### src/rtl/tmr_pkg.sv
`timescale 1ns/1ps
package tmr_pkg;
  typedef enum logic [1:0] {
    MODE_13     = 2'd0,
    MODE_16     = 2'd1,
    MODE_RELOAD = 2'd2,
    MODE_HOLD   = 2'd3
  } tmr_mode_e;

  // Packed so that bit 0 is run and bits 4..3 are the mode.
  typedef struct packed {
    tmr_mode_e mode;
    logic      src_ext;
    logic      gate_en;
    logic      run;
  } tmr_ctl_t;

  localparam int CTL_W = $bits(tmr_ctl_t);

  localparam logic [1:0] SEL_LO   = 2'd0;
  localparam logic [1:0] SEL_HI   = 2'd1;
  localparam logic [1:0] SEL_CTL  = 2'd2;
  localparam logic [1:0] SEL_FLAG = 2'd3;
endpackage

### src/rtl/tmr_prescale.sv
`timescale 1ns/1ps
module tmr_prescale #(
  parameter int DIV = 6
) (
  input  logic clk,
  input  logic rst_n,
  output logic tick
);
  localparam int PW = (DIV > 1) ? $clog2(DIV) : 1;
  localparam logic [PW-1:0] LAST = PW'(DIV - 1);

  logic [PW-1:0] phase;

  // Free running: never gated by the timer enable.
  always_ff @(posedge clk or negedge rst_n) begin
    if (!rst_n)             phase <= '0;
    else if (phase == LAST) phase <= '0;
    else                    phase <= phase + PW'(1);
  end

  assign tick = (phase == LAST);
endmodule

### src/rtl/tmr_edge.sv
`timescale 1ns/1ps
module tmr_edge #(
  parameter int STAGES = 2
) (
  input  logic clk,
  input  logic rst_n,
  input  logic tick,
  input  logic pin,
  output logic fall
);
  logic [STAGES-1:0] sync_q;
  logic              seen_q;

  genvar g;
  generate
    for (g = 0; g < STAGES; g++) begin : g_sync
      if (g == 0) begin : g_first
        always_ff @(posedge clk or negedge rst_n) begin
          if (!rst_n) sync_q[0] <= 1'b0;
          else        sync_q[0] <= pin;
        end
      end else begin : g_next
        always_ff @(posedge clk or negedge rst_n) begin
          if (!rst_n) sync_q[g] <= 1'b0;
          else        sync_q[g] <= sync_q[g-1];
        end
      end
    end
  endgenerate

  // The level is latched only on tick boundaries.
  always_ff @(posedge clk or negedge rst_n) begin
    if (!rst_n)    seen_q <= 1'b0;
    else if (tick) seen_q <= sync_q[STAGES-1];
  end

  assign fall = tick && seen_q && !sync_q[STAGES-1];
endmodule

### src/rtl/tmr_count.sv
`timescale 1ns/1ps
module tmr_count
  import tmr_pkg::*;
#(
  parameter int W     = 8,
  parameter int LOW13 = 5
) (
  input  logic         clk,
  input  logic         rst_n,
  input  logic         inc,
  input  tmr_mode_e    mode,
  input  logic         wr_lo,
  input  logic         wr_hi,
  input  logic [W-1:0] wr_data,
  output logic [W-1:0] lo,
  output logic [W-1:0] hi,
  output logic         wrap
);
  localparam int NW = W + LOW13;
  localparam int DW = 2 * W;

  logic          step;
  logic [NW:0]   sum_n;
  logic [DW:0]   sum_d;
  logic [W-1:0]  lo_n, hi_n;

  assign step = inc && !wr_lo && !wr_hi;

  assign sum_n = {1'b0, hi, lo[LOW13-1:0]} + (NW+1)'(1);
  assign sum_d = {1'b0, hi, lo} + (DW+1)'(1);

  always_comb begin
    lo_n = lo;
    hi_n = hi;
    wrap = 1'b0;
    if (step) begin
      case (mode)
        MODE_13: begin
          hi_n             = sum_n[NW-1:LOW13];
          lo_n[LOW13-1:0]  = sum_n[LOW13-1:0];
          wrap             = sum_n[NW];
        end
        MODE_16: begin
          hi_n = sum_d[DW-1:W];
          lo_n = sum_d[W-1:0];
          wrap = sum_d[DW];
        end
        MODE_RELOAD: begin
          if (&lo) begin
            lo_n = hi;
            wrap = 1'b1;
          end else begin
            lo_n = lo + W'(1);
          end
        end
        default: ;
      endcase
    end
  end

  always_ff @(posedge clk or negedge rst_n) begin
    if (!rst_n) begin
      lo <= '0;
      hi <= '0;
    end else begin
      lo <= wr_lo ? wr_data : lo_n;
      hi <= wr_hi ? wr_data : hi_n;
    end
  end
endmodule

### src/rtl/gated_timer.sv
`timescale 1ns/1ps
module gated_timer
  import tmr_pkg::*;
#(
  parameter int W      = 8,
  parameter int LOW13  = 5,
  parameter int DIV    = 6,
  parameter int STAGES = 2
) (
  input  logic         clk,
  input  logic         rst_n,
  input  logic         wr_en,
  input  logic [1:0]   wr_sel,
  input  logic [W-1:0] wr_data,
  input  logic [1:0]   rd_sel,
  output logic [W-1:0] rd_data,
  input  logic         cnt_pin,
  input  logic         gate_pin,
  input  logic         flag_clr,
  input  logic         irq_ack,
  output logic         ovf_flag
);
  tmr_ctl_t     ctl_q;
  logic         tick, fall, cnt_en, wrap;
  logic [W-1:0] cnt_lo, cnt_hi;
  logic         wr_lo, wr_hi, wr_ctl;

  assign wr_lo  = wr_en && (wr_sel == SEL_LO);
  assign wr_hi  = wr_en && (wr_sel == SEL_HI);
  assign wr_ctl = wr_en && (wr_sel == SEL_CTL);

  tmr_prescale #(.DIV(DIV)) u_pre (
    .clk(clk), .rst_n(rst_n), .tick(tick)
  );

  tmr_edge #(.STAGES(STAGES)) u_edge (
    .clk(clk), .rst_n(rst_n), .tick(tick), .pin(cnt_pin), .fall(fall)
  );

  assign cnt_en = ctl_q.run
               && (!ctl_q.gate_en || gate_pin)
               && (ctl_q.src_ext ? fall : tick)
               && (ctl_q.mode != MODE_HOLD);

  tmr_count #(.W(W), .LOW13(LOW13)) u_cnt (
    .clk(clk), .rst_n(rst_n), .inc(cnt_en), .mode(ctl_q.mode),
    .wr_lo(wr_lo), .wr_hi(wr_hi), .wr_data(wr_data),
    .lo(cnt_lo), .hi(cnt_hi), .wrap(wrap)
  );

  always_ff @(posedge clk or negedge rst_n) begin
    if (!rst_n)      ctl_q <= '0;
    else if (wr_ctl) ctl_q <= tmr_ctl_t'(wr_data[CTL_W-1:0]);
  end

  // A wrap in the same cycle as a clear wins.
  always_ff @(posedge clk or negedge rst_n) begin
    if (!rst_n) ovf_flag <= 1'b0;
    else        ovf_flag <= wrap || (ovf_flag && !(flag_clr || irq_ack));
  end

  always_comb begin
    case (rd_sel)
      SEL_LO:  rd_data = cnt_lo;
      SEL_HI:  rd_data = cnt_hi;
      SEL_CTL: rd_data = W'(ctl_q);
      default: rd_data = W'(ovf_flag);
    endcase
  end
endmodule

### config.mk
export PLATFORM = sky130hd
export DESIGN_NAME = gated_timer
export DESIGN_NICKNAME = d
export VERILOG_FILES = /design/src/rtl/tmr_pkg.sv /design/src/rtl/tmr_prescale.sv /design/src/rtl/tmr_edge.sv /design/src/rtl/tmr_count.sv /design/src/rtl/gated_timer.sv
export SDC_FILE = /design/constraint.sdc
export NUM_CORES = 1
export LEC_CHECK = 0
export BUFFER_PORTS_ARGS = -buffer_cell sky130_fd_sc_hd__buf_2
export CAP_MARGIN = 20
export CORE_ASPECT_RATIO = 1.75
export CORE_MARGIN = 3
export CORE_UTILIZATION = 42
export CTS_CLUSTER_DIAMETER = 30
export CTS_CLUSTER_SIZE = 20
export DETAILED_ROUTE_END_ITERATION = 16
export PLACE_DENSITY = 0.66
export RECOVER_POWER = 25
export REMOVE_ABC_BUFFERS = 1
export SYNTH_ARGS = -nofsm -noshare
export SYNTH_HDL_FRONTEND = slang
export SYNTH_HIERARCHICAL = 1
export SYNTH_SLANG_ARGS = --single-unit
### constraint.sdc
create_clock -name clk -period 3.1 [get_ports clk]
set_input_delay 0.465 -clock clk [delete_from_list [all_inputs] [get_ports clk]]
set_output_delay 0.465 -clock clk [all_outputs]
set_load 0.05 [all_outputs]
======== Word-level counts from Yosys, hierarchy flattened ========
Index checks and enable logic that the tools add are counted.
storage, ports and cells
  bits in registers ....................... 28
  input port bits ......................... 19
  output and inout bits ................... 9
  word-level logic and storage cells ...... 69
cells by class
  $add $sub $neg .......................... 4
  equal/unequal tests ..................... 8
  mux-type cells .......................... 14
  reduce and logical (&&, ||, !) cells .... 31
operator list
  cell                     number
  $mux W8                  5
  $pmux W8 S3              1
  $add A16 B1 Y17 const B  1
  $pmux W8 S2              1
  $pmux W5 S3              1
  $add A13 B1 Y14 const B  1
  $logic_and A1 B1 Y1      11
  $add A8 B1 Y8 const B    1
  $reduce_and A8 Y1        1
  $eq A2 B1 Y1 const B     3
  $eq A2 B2 Y1 const B     3
  $logic_not A2 Y1         3
  $pmux W3 S2              1
  $reduce_and A2 Y1        3
  $reduce_bool A3 Y1       2
  $logic_not A1 Y1         5
  $reduce_bool A2 Y1       2
  $reduce_bool A4 Y1       1
  $add A3 B1 Y3 const B    1
  $eq A3 B3 Y1 const B     1
  $logic_or A1 B1 Y1       3
  $mux W1                  3
  $mux W3                  1
  $pmux W1 S3              1
  $ne A2 B2 Y1 const B     1

======== Longest topological paths before layout ========
  word-level depth ........................ 10
  gate-level depth with buffers ........... 9
  gate-level depth less buffers ........... 9

======== Modules after synthesis ========
Netlist, hierarchy kept.
modules (own cells, without submodules)
  module        instances  cells each  area an instance (sq um)  sequential area each (sq um)
  tmr_count     1          171         1395.1                    400.4
  gated_timer   1          38          440.4                     150.1
  tmr_prescale  1          10          116.4                     75.1
  tmr_edge      1          5           100.1                     75.1

======== Worst setup path after synthesis ========
OpenSTA, ideal clock, no wires.
  kind .................................... register -> register
  from .................................... register u_pre.phase[1]
  to ...................................... register u_cnt.hi[5]
  setup time .............................. 0.069 ns
  arrival ................................. 2.227 ns
  slack ................................... 0.803 ns
  cell stages (with the launch flop) ...... 10
  buffers on the path ..................... 0
  period minus slack after synthesis ...... 2.297 ns
  cell sequence ........................... dfrtp_1 -> inv_1 -> and3_1 -> and3b_2 -> mux2i_1 -> a2111oi_2 -> nor2b_1 -> nand3_2 -> a2111o_1 -> nand3_1
on the way
  cells in the longest elaborated chain, start to end .. 10
ends and longest elaborated chain
  item                              RTL line            text
  from (decl)                       tmr_prescale.sv:12  logic [PW-1:0] phase;
  from (signal assigned)            tmr_prescale.sv:18  else phase <= phase + PW'(1);
  $eq A3 B3 Y1                      tmr_prescale.sv:21  assign tick = (phase == LAST);
  named net tick                    gated_timer.sv:24   logic tick, fall, cnt_en, wrap;
  $logic_and A1 B1 Y1 (2 in a row)  tmr_edge.sv:37      assign fall = tick && seen_q && !sync_q[STAGES-1];
  named net fall                    gated_timer.sv:24
  $mux W1                           gated_timer.sv:42   && (ctl_q.src_ext ? fall : tick)
  $logic_and A1 B1 Y1               gated_timer.sv:42
  $logic_and A1 B1 Y1               gated_timer.sv:43   && (ctl_q.mode != MODE_HOLD);
  named net cnt_en                  gated_timer.sv:24
  $logic_and A1 B1 Y1 (2 in a row)  tmr_count.sv:27     assign step = inc && !wr_lo && !wr_hi;
  $reduce_bool A2 Y1 (no line)      --
  $reduce_and A2 Y1 (no line)       --
  to (signal assigned)              tmr_count.sv:67     hi <= wr_hi ? wr_data : hi_n;
  to (decl)                         tmr_count.sv:16     output logic [W-1:0] hi,
The timed path passes the listed nets, and every way through them passes these cells.
A chain may end at the register's enable or synchronous reset.

======== Final worst setup path ========
  from .................................... register u_pre.phase[1]
  to ...................................... register u_cnt.hi[1]
The elaborated chain is that of the path after synthesis.

==> results_tabular.tex <==
\begin{tabular}{lr}
\hline
Metric & Value \\
\hline
\multicolumn{2}{l}{\textbf{Setup path}} \\
\quad Classification of the worst setup path & register to register \\
\quad Number of cell instances on the worst register-to-register path & 9 \\
\quad Data required, critical path & 3310 ps \\
\quad Critical R2R Capture & u\_cnt/hi[1] \\
\quad Crit path max fanout & 8 \\
\quad Nature of the critical path endpoint & register \\
\quad Arrival time of the worst setup path & 2870 ps \\
\quad Critical path startpoint & u\_pre/phase[1] \\
\quad Crit path launch type & register \\
\quad Startpoint of the lowest-slack register-to-register path & u\_pre/phase[1] \\
\quad Slack of the worst reg-to-reg path & 450 ps \\
\multicolumn{2}{l}{\textbf{STA}} \\
\quad Clock skew after layout & 5.38 ps \\
\quad Slew Viols, Final & 29 \\
\quad Final-report hold violation count & 0 \\
\quad Minimum period implied by the final worst setup slack & 2650 ps \\
\quad Sum Neg Setup Slack & 0 ps \\
\quad Worst slew margin relative to its limit & -2.92\% \\
\quad Achievable Freq & 377 MHz \\
\quad Unrepaired setup endpoints after global routing & false \\
\quad Slew at the pin with the worst max-slew slack & 1540 ps \\
\quad Ratio of final minimum period to clock period & 85.5\% \\
\quad Final setup violation count & 0 \\
\quad Smallest setup slack after layout & 449 ps \\
\multicolumn{2}{l}{\textbf{Finish}} \\
\quad Layout Area Growth over Synthesis & 10.4\% \\
\quad Ant diodes & 0 \\
\quad Design area & 2270 sq um \\
\quad Fraction of layout cells with a size suffix above 1 & 18.3\% \\
\quad Fill cell count & 477 \\
\quad Number of standard cells in the layout, taps in and fillers out & 298 \\
\quad Number of nets at the end of the flow & 271 \\
\multicolumn{2}{l}{\textbf{Clocking}} \\
\quad CTS tree & done \\
\quad Number of H-tree levels & 1 \\
\quad Count of cells resized by post-cts repair & 0 \\
\quad Clk\_lat worst skew & 280 ps \\
\quad Post-CTS clock slew at the launch and capture registers of the worst setup and hold paths & 100 ps \\
\quad Buffer levels on the longest clock path & 2 \\
\quad CTS root buf & sky130\_fd\_sc\_hd\_\_clkbuf\_8 \\
\quad Num CTS Buffers & 3 \\
\quad Total of hold buffers inserted after clock tree synthesis & 0 \\
\quad Clock net sink count & 28 \\
\quad Number of post-CTS setup repair buffers & 0 \\
\multicolumn{2}{l}{\textbf{Routing}} \\
\quad Number of vias after detailed routing & 1895 \\
\quad 1st-pass router iterations & 4 \\
\quad DRC violation count after routing & 0 \\
\quad DR WL/cell & 19.1 um \\
\quad Via-per-instance ratio & 6.36 \\
\quad Wirelength, routed & 5680 um \\
\quad Number of violations reported at the end of detailed-routing iteration 0 & 105 \\
\quad Count of antenna-violating nets left after detailed routing & 0 \\
\multicolumn{2}{l}{\textbf{Die}} \\
\quad Row count & 33 \\
\quad Horizontal die dimension & 58.8 um \\
\quad Area inside the core boundary & 4710 sq um \\
\quad Initial standard-cell utilization of the core & 43.6\% \\
\quad Floorplan die area & 5790 sq um \\
\quad Num ports & 28 \\
\quad Die Span Y & 98.5 um \\
\multicolumn{2}{l}{\textbf{GRT}} \\
\quad Overflow left after global routing & 0 \\
\quad Via count of the first global-routing pass & 1821 \\
\quad Overall global routing resource usage & 20.2\% \\
\quad Maximum number of pins on one net before global-route repair & 29 \\
\quad Initial antenna violation count & 0 \\
\quad Global-route wire length before repair & 8970 um \\
\multicolumn{2}{l}{\textbf{Yosys}} \\
\quad Flip-flop cell with the highest count after synthesis & sky130\_fd\_sc\_hd\_\_dfrtp\_1 \\
\quad Proportion of synthesized chip area in sequential cells & 34.1\% \\
\quad Number of enable-type register cells in the synthesized netlist & 0 \\
\quad Area share of the largest cell type after synthesis & 34.1\% \\
\quad Synth warnings & 6 \\
\quad Mean instance size in the synthesized netlist & 9.16 sq um \\
\quad Largest cells by area after synthesis & sky130\_fd\_sc\_hd\_\_dfrtp\_1 (34\%), sky130\_fd\_sc\_hd\_\_nand3\_1 (6.1\%), sky130\_fd\_sc\_hd\_\_mux2i\_1 (4.4\%), sky130\_fd\_sc\_hd\_\_ha\_1 (3.0\%), sky130\_fd\_sc\_hd\_\_mux2\_2 (2.7\%) \\
\quad Post-Synthesis Cell Area & 2050 sq um \\
\quad Count of distinct cell types in the synthesized netlist & 57 \\
\quad Dominant cell type by area after synthesis & sky130\_fd\_sc\_hd\_\_dfrtp\_1 \\
\quad Post-synthesis instance total & 224 \\
\quad Cell types with the highest counts after synthesis & sky130\_fd\_sc\_hd\_\_dfrtp\_1 (28), sky130\_fd\_sc\_hd\_\_nand3\_1 (25), sky130\_fd\_sc\_hd\_\_nor2\_1 (14), sky130\_fd\_sc\_hd\_\_inv\_1 (10) \\
\quad Asr flop ratio synth & 100\% \\
\quad Top-count cell post-synth & sky130\_fd\_sc\_hd\_\_dfrtp\_1 \\
\quad FF+latch count, synth & 28 \\
\multicolumn{2}{l}{\textbf{Outcome}} \\
\quad Outcome & finished, violations left \\
\quad Failing checks & capacitance limit, slew limit \\
\multicolumn{2}{l}{\textbf{Job}} \\
\quad Count of maximum capacitance violations & 1 \\
\multicolumn{2}{l}{\textbf{Pwr}} \\
\quad Total Power Consumption & 1.25 mW \\
\quad Worst supply voltage drop on vdd & 446 uV \\
\quad Power per unit of standard cell area & 553 nW/um\^{}2 \\
\quad Static leakage & 0.998 nW \\
\multicolumn{2}{l}{\textbf{Min path}} \\
\quad Worst Hold Class & primary input to register \\
\quad Hold Crit Endpoint & u\_edge/sync\_q[0] \\
\quad Instance count along the most critical hold path & 1 \\
\quad Hold Startpoint & cnt\_pin \\
\multicolumn{2}{l}{\textbf{Place}} \\
\quad Dpl hpwl & 4250 um \\
\quad Gpl congestion & 0.910 \\
\quad Total placed instance area & 2200 sq um \\
\quad Placed Instances & 294 \\
\quad Post-Place Setup Slack & 492 ps \\
\quad Number of port buffers & 27 \\
\hline
\end{tabular}
cell usage in the layout (no fill, tap or decap), types with 2 or more instances in the layout:
cell                        Yosys  routed
sky130_fd_sc_hd__ha_1           5       5
sky130_fd_sc_hd__a21o_1         3       3
sky130_fd_sc_hd__nor4_1         3       3
sky130_fd_sc_hd__mux2i_1        9       9
sky130_fd_sc_hd__o21ai_1        2       2
sky130_fd_sc_hd__nand3b_1       2       2
sky130_fd_sc_hd__nor2b_1        9       9
sky130_fd_sc_hd__dfrtp_1       28      28
sky130_fd_sc_hd__nand3_1       25      25
sky130_fd_sc_hd__nor3_1         5       5
sky130_fd_sc_hd__nor3b_1        2       2
sky130_fd_sc_hd__o31ai_1        2       2
sky130_fd_sc_hd__o21ai_0        6       6
sky130_fd_sc_hd__or3_1          4       4
sky130_fd_sc_hd__buf_2          2      26
sky130_fd_sc_hd__a31oi_1        3       3
sky130_fd_sc_hd__and3_1         6       6
sky130_fd_sc_hd__a22oi_1        7       7
sky130_fd_sc_hd__nand2_1        5       5
sky130_fd_sc_hd__a211o_1        2       2
sky130_fd_sc_hd__o22ai_1        3       3
sky130_fd_sc_hd__a21oi_1        7       7
sky130_fd_sc_hd__o21a_1         2       2
sky130_fd_sc_hd__o2111ai_1      2       2
sky130_fd_sc_hd__nor2_1        14      14
sky130_fd_sc_hd__a2111o_1       4       4
sky130_fd_sc_hd__o2bb2ai_1      4       4
sky130_fd_sc_hd__and3b_1        2       2
sky130_fd_sc_hd__o211ai_1       2       2
sky130_fd_sc_hd__inv_1         10      10
sky130_fd_sc_hd__and4_1         3       3
sky130_fd_sc_hd__a2111oi_2      2       2
sky130_fd_sc_hd__nand2b_1       6       6
sky130_fd_sc_hd__nand4_1        3       3
sky130_fd_sc_hd__mux2_2         5       5
sky130_fd_sc_hd__clkbuf_8       0       3
cells by family (layout without fill, tap and decap cells):
family / count (synthesis) / after routing / synth area share (%)
adders and majority gates: 5 / 5 / 3.05
muxes: 16 / 16 / 8.96
buffers and inverters: 20 / 42 / 4.94
DFF: 28 / 28 / 34.1
xor gates and xnor gates: 2 / 2 / 0.854
AOI/OAI and AO/OA: 57 / 57 / 21.1
and+or+nand+nor: 96 / 96 / 27.0
stage by stage:
step | hold slack, ps | utilization (%)
6_report | 286 | 48.1
5_1_grt | 264 | 48.1
4_1_cts | 222 | 48.2
3_5_place_dp | 345 | 46.7
3_3_place_gp | 343 | 46.7
2_1_floorplan | 169 | -
per-layer routing:
layer / up-vias / GRT usage, % / part of all wire, %
li1: 912 / - / -
met1: 888 / 23.3 / 39
met2: 82 / 34.6 / 51
met3: 13 / 2.75 / 5.5
met4: 0 / 11.0 / 4.0
met5: - / 0 / 0
power by group:
| group | internal (mW) | leakage [nW] | total [mW] | switching (mW) |
|---|---|---|---|---|
| logic | 0.171 | 0.648 | 0.438 | 0.266 |
| registers | 0.417 | 0.314 | 0.525 | 0.108 |
| clock network | 0.173 | 0.0357 | 0.291 | 0.118 |
critical path, cell delays in order, from the launching register on:
cell and delay [ps]:
sky130_fd_sc_hd__dfrtp_1 370, sky130_fd_sc_hd__inv_1 90, sky130_fd_sc_hd__and3_1 230, sky130_fd_sc_hd__and3b_2 190
sky130_fd_sc_hd__mux2i_1 90, sky130_fd_sc_hd__a2111oi_2 490, sky130_fd_sc_hd__nor2b_1 350, sky130_fd_sc_hd__nand3_2 230
sky130_fd_sc_hd__a2111o_1 460, sky130_fd_sc_hd__nand3_1 80
area by class of cell:
cell class / count / area (sq um) / area share (%)
Tap cell: 52 / 65.1 / 2.87
Inverter: 10 / 37.5 / 1.66
Multi-Input combinational cell: 176 / 1250 / 55.2
Clock inverter: 1 / 30.0 / 1.33
Timing Repair Buffer: 28 / 141 / 6.24
Sequential cell: 28 / 701 / 30.9
Clock buffer: 3 / 41.3 / 1.82
worst max path at each step:
stage / endpoint / slack [ps] / cells after the start
6_report: u_cnt/hi[1] / 450 / 9
3_3_place_gp: u_cnt/hi[5] / 590 / 9
2_1_floorplan: u_cnt/hi[5] / 800 / 9
5_1_grt: u_cnt/hi[1] / 200 / 9
4_1_cts: u_cnt/hi[1] / 450 / 9
3_5_place_dp: u_cnt/hi[1] / 490 / 9
registers in the layout, indices dropped and copies added, names as in the netlist:
register,flops
ovf_flag,1
u_cnt/hi,8
u_cnt/lo,8
u_edge/seen_q,1
ctl_q,5
u_pre/phase,3
u_edge/sync_q,2
(Power assumes the default switching activity.)
